File: config.mk
export PLATFORM = sky130hd
export DESIGN_NAME = rtx_fifo
export DESIGN_NICKNAME = d
export VERILOG_FILES = /design/src/rtl/rtx_pkg.sv /design/src/rtl/rtx_ptr.sv /design/src/rtl/rtx_store.sv /design/src/rtl/rtx_flags.sv /design/src/rtl/rtx_fifo.sv
export SDC_FILE = /design/constraint.sdc
export NUM_CORES = 1
export LEC_CHECK = 0
export BUFFER_PORTS_ARGS = -buffer_cell sky130_fd_sc_hd__clkbuf_2
export CAP_MARGIN = 40
export CORE_MARGIN = 4
export CORE_UTILIZATION = 40
export DETAILED_ROUTE_END_ITERATION = 6
export MAX_ROUTING_LAYER = met4
export SYNTH_ARGS = -nofsm -noshare
export SYNTH_HDL_FRONTEND = slang
export SYNTH_SLANG_ARGS = --single-unit
export TNS_END_PERCENT = 1
File: constraint.sdc
create_clock -name clk -period 4.95 [get_ports clk]
set_clock_uncertainty 0.2 [all_clocks]
set_input_delay 0.7425 -clock clk [delete_from_list [all_inputs] [get_ports clk]]
set_output_delay 0.7425 -clock clk [all_outputs]
set_load 0.02 [all_outputs]
File: src/rtl/rtx_pkg.sv
package rtx_pkg;

   // Pointer update selected each cycle
   typedef enum logic [1:0] {
      PTR_HOLD = 2'd0,
      PTR_STEP = 2'd1,
      PTR_ZERO = 2'd2
   } ptr_op_e;

   // Address width for a given depth (at least one bit)
   function automatic int addr_bits(input int depth);
      return (depth > 1) ? $clog2(depth) : 1;
   endfunction

endpackage

File: src/rtl/rtx_ptr.sv
module rtx_ptr #(
   parameter int AW = 4
) (
   input  logic              clk,
   input  logic              rst_n,
   input  rtx_pkg::ptr_op_e  op,
   output logic [AW:0]       ptr
);
   import rtx_pkg::*;

   // Reset outranks every other operation
   always_ff @(posedge clk) begin
      if (!rst_n) begin
         ptr <= '0;
      end else begin
         unique case (op)
            PTR_STEP: ptr <= ptr + 1'b1;
            PTR_ZERO: ptr <= '0;
            default:  ptr <= ptr;
         endcase
      end
   end

endmodule

File: src/rtl/rtx_store.sv
module rtx_store #(
   parameter int DATA_W = 9,
   parameter int DEPTH  = 16,
   parameter int AW     = 4
) (
   input  logic              clk,
   input  logic              we,
   input  logic [AW-1:0]     waddr,
   input  logic [DATA_W-1:0] wdata,
   input  logic [AW-1:0]     raddr,
   output logic [DATA_W-1:0] rdata
);
   logic [DATA_W-1:0] words [DEPTH];
   logic [DEPTH-1:0]  slot_we;

   // One decoded enable per slot
   for (genvar i = 0; i < DEPTH; i++) begin : g_dec
      assign slot_we[i] = we && (waddr == AW'(i));
   end

   always_ff @(posedge clk) begin
      for (int i = 0; i < DEPTH; i++) begin
         if (slot_we[i]) words[i] <= wdata;
      end
   end

   assign rdata = words[raddr];

endmodule

File: src/rtl/rtx_flags.sv
module rtx_flags #(
   parameter int DEPTH = 16,
   parameter int AW    = 4
) (
   input  logic [AW:0] wptr,
   input  logic [AW:0] rptr,
   output logic        empty_n,
   output logic        full_n,
   output logic        half_n
);
   localparam logic [AW:0] FULL_CNT = (AW+1)'(DEPTH);
   localparam logic [AW:0] HALF_CNT = (AW+1)'(DEPTH / 2);

   logic [AW:0] occ;

   // The wrap bit makes the modular difference exact from 0 to DEPTH
   assign occ     = wptr - rptr;
   assign empty_n = (occ != '0);
   assign full_n  = (occ != FULL_CNT);
   assign half_n  = !(occ > HALF_CNT);

endmodule

File: src/rtl/rtx_fifo.sv
module rtx_fifo #(
   parameter int DATA_W = 9,
   parameter int DEPTH  = 16
) (
   input  logic              clk,
   input  logic              rst_n,
   input  logic              wr_stb,
   input  logic [DATA_W-1:0] wr_data,
   input  logic              rd_stb,
   input  logic              rewind_n,
   output logic [DATA_W-1:0] rd_data,
   output logic              rd_valid,
   output logic              empty_n,
   output logic              full_n,
   output logic              half_n
);
   import rtx_pkg::*;

   localparam int AW = addr_bits(DEPTH);

   // Elaboration-time parameter checks
   if (DEPTH < 2 || (DEPTH & (DEPTH - 1)) != 0) begin : g_bad_depth
      $error("rtx_fifo: DEPTH must be a power of two and at least 2");
   end
   if (DATA_W < 1) begin : g_bad_width
      $error("rtx_fifo: DATA_W must be positive");
   end

   logic [AW:0]       wptr, rptr;
   logic              wr_go, rd_go;
   ptr_op_e           wop, rop;
   logic [DATA_W-1:0] mem_q;

   // Flags gate the strobes; a rewind cycle suppresses reads
   assign wr_go = rst_n && wr_stb && full_n;
   assign rd_go = rst_n && rewind_n && rd_stb && empty_n;

   always_comb begin
      wop = wr_go ? PTR_STEP : PTR_HOLD;
   end

   always_comb begin
      if (!rewind_n)  rop = PTR_ZERO;
      else if (rd_go) rop = PTR_STEP;
      else            rop = PTR_HOLD;
   end

   rtx_ptr #(.AW(AW)) u_wptr (
      .clk   (clk),
      .rst_n (rst_n),
      .op    (wop),
      .ptr   (wptr)
   );

   rtx_ptr #(.AW(AW)) u_rptr (
      .clk   (clk),
      .rst_n (rst_n),
      .op    (rop),
      .ptr   (rptr)
   );

   rtx_store #(.DATA_W(DATA_W), .DEPTH(DEPTH), .AW(AW)) u_store (
      .clk   (clk),
      .we    (wr_go),
      .waddr (wptr[AW-1:0]),
      .wdata (wr_data),
      .raddr (rptr[AW-1:0]),
      .rdata (mem_q)
   );

   rtx_flags #(.DEPTH(DEPTH), .AW(AW)) u_flags (
      .wptr    (wptr),
      .rptr    (rptr),
      .empty_n (empty_n),
      .full_n  (full_n),
      .half_n  (half_n)
   );

   // Registered output word and its valid pulse
   always_ff @(posedge clk) begin
      if (!rst_n) begin
         rd_valid <= 1'b0;
         rd_data  <= '0;
      end else begin
         rd_valid <= rd_go;
         if (rd_go) rd_data <= mem_q;
      end
   end

endmodule

==> summary.txt <==
Layout
  • N_diodes: 0
  • Fin nets: 421
  • # fillers: 1351
  • Syn-to-layout area delta: 14.0%
  • Layout cells sized above 1: a little under a third
  • Most frequent cells in the layout: edfxtp_1, mux4_2, clkbuf_2, nor2_1, dfxtp_1
  • Most common cell after layout, fill and taps aside: edfxtp_1

Place
  • Post-DP HPWL: around 8700 µm
  • Final GP Congestion: around 0.8
  • Input/output buffers: 26

STA
  • Worst slew pin tran: 900 ps
  • Setup TNS: 0 ps
  • RSZ-0062 raised after global routing: false
  • Crit share post-route: 76.4%
  • Slew margin rel.: 39.8%
  • Crit path time final: 3780 ps
  • WHS: 258 ps
  • Final setup vio count: 0
  • Hold violation total from the final report: 0
  • Slew Viols, Final: 0
  • Fmax: 0.264 GHz

Clock network
  • Root buf cell: clkbuf_16
  • Clock Tree Buf Depth: 2
  • H-Tree Depth: 4
  • Cts bufs inserted: 17
  • # hold bufs at CTS: 0
  • CTS resizes: 0
  • CTS tree: done
  • Clk_lat worst skew: 420 ps
  • Clock Sinks: 164
  • Post-CTS Setup Repair Bufs: 0
  • Clk slew on worst S/H paths: 60 ps

Die
  • Row cnt: 46
  • Die ar.: 18600 µm²
  • Die height: 137 µm
  • DIE WIDTH: about 140 µm
  • I/O pin cnt: 27
  • Core area: 16100 µm²
  • Starting Density: slightly above 40%

Route
  • Vias per inst: between 5 and 6
  • Pre-antenna DRT Iters: 4
  • Post-Route WL: 13400 µm
  • Residual DRC count: 0
  • Post-route ant nets: 0
  • DR WL/cell: 21.3 µm
  • Vias: ~3400
  • DRC marker count from the first detailed-route iteration: 321

Yosys
  • Synth unique cells: 42
  • Yosys reg bits: 164
  • Top FF cell, synth: edfxtp_1
  • Sequential area share after synthesis: 71.5%
  • Mapped Cells: 361
  • EDFF count, synth: 144
  • YS warnings: 0
  • Mapped Area: 6610 µm²
  • Post-synthesis net count: approximately 380
  • Async S/R FF share, synth: 0%
  • Post-Synthesis Mean Instance Area: 18.3 µm²

Global routing
  • Largest net degree at the start of global routing: 40
  • Gr usage total: 15.8%
  • Total gr overflow: 0
  • Vias in the first global route: 3374
  • First-pass GRT wire length: 20300 µm
  • Initial antenna violation count: 0

Worst setup path
  • Slowest Stage Delay on Critical Path: ~690 ps
  • Critical Path AT: 3620 ps
  • Startpoint Class: register
  • Slowest CP cell: nor2_1
  • Critical setup path kind: register to register
  • CP top delay family: simple AND/OR/NAND/NOR gates
  • Worst path bufs/invs: 3
  • Critical path fanouts, max: 23
  • CP Data Required Time: 4790 ps
  • Most used cell, CP: buf_4
  • CP Cell Sequence: buf_4, inv_1, ha_1, nor2b_4, o211a_1, nor3_1, o41ai_2, buf_4, or3b_2, nor2_1
  • Worst Setup End Kind: register

Power
  • Power Density: ~390 nW/µm²
  • Max IR drop VDD: 246 µV
  • Leak: 2.40 nW

Min path
  • Worst min-delay path class: register to register

Run
  • Maxcap violations: 0

Status
  • Status: finished clean
[routing by layer]
metal	share of wire, %	vias to the layer above	wire [µm]	track usage (%)
li1	-	1521	-	-
met2	48	84	6390	23.1
met3	4.0	20	540	3.57
met1	46	1765	6090	21.6
met4	2.7	0	355	6.27
met5	0	-	0	-
[worst min-delay path, cell delays in order, from the launching register on]
cell	delay [ps]
dfxtp_1	320
nand2_2	60
a21boi_2	40
[registers in the layout, summed over array words and instances (netlist names)]
register,count
u_store.words,144
rd_data,9
u_rptr.ptr,5
u_wptr.ptr,5
rd_valid,1
[cell type report]
type,count,area (µm²),area share [%]
Sequential cell,164,4730,62.7
Multi-Input combinational cell,174,1760,23.3
Clock buffer,24,493,6.54
Tap cell,216,270,3.59
Timing Repair Buffer,33,183,2.42
Clock inverter,8,75.1,0.996
Inverter,8,30.0,0.398
[cells in the mapped netlist (7+ instances only)]
library cell  count  area [µm²]
edfxtp_1        144        4320
mux4_2           36         811
dfxtp_1          20         400
nor2_1           20        75.1
o22ai_1          18         113
nand2_1          15        56.3
ha_1              9         113
or3_2             9        67.6
inv_1             8        30.0
a21boi_0          7        52.6
[stage by stage]
step	instance area, µm²	utilization, %	std cells	worst slack (ps)	total power [mW]
4_1_cts	7520	46.8	625	1150	2.98
3_5_place_dp	6950	43.3	593	1170	1.74
3_3_place_gp	6950	43.3	593	1210	1.73
5_1_grt	7540	46.9	627	927	3.05
6_report	7540	46.9	627	1170	2.95
2_1_floorplan	6610	-	361	1630	1.68
[logic make-up after synthesis]
logic type                 Yosys count  share of synthesized area (%)
adders and majority gates            9                           1.70
muxes                               38                           12.6
DFF                                164                           71.5
and+or+nand+nor                     71                           5.62
AOI/OAI and AO/OA                   50                           5.81
xor gates and xnor gates             6                          0.909
buffers and inverters               23                           1.93
[path summary, 6_finish.rpt]
path | to | slack (ps) | cells past startpoint | startpoint
worst max-delay path | u_store.words[5][2]$_DFFE_PP_ | 1170 | 10 | u_rptr.ptr[1]$_SDFFE_PN0P_
worst max register to register | u_store.words[5][2]$_DFFE_PP_ | 1170 | 10 | u_rptr.ptr[1]$_SDFFE_PN0P_
worst min-delay path | rd_data[6]$_SDFFE_PN0P_ | 260 | 2 | rd_data[6]$_SDFFE_PN0P_
worst min register to register | rd_data[6]$_SDFFE_PN0P_ | 260 | 2 | rd_data[6]$_SDFFE_PN0P_
[report_power, final]
part	switching (mW)	leakage [nW]	internal (mW)
Sequential	0.00986	1.46	1.52
Combinational	0.110	0.663	0.0625
Clock	0.493	0.279	0.746
Total	0.613	2.40	2.33
Note: power is estimated with default switching activity, not from simulation.
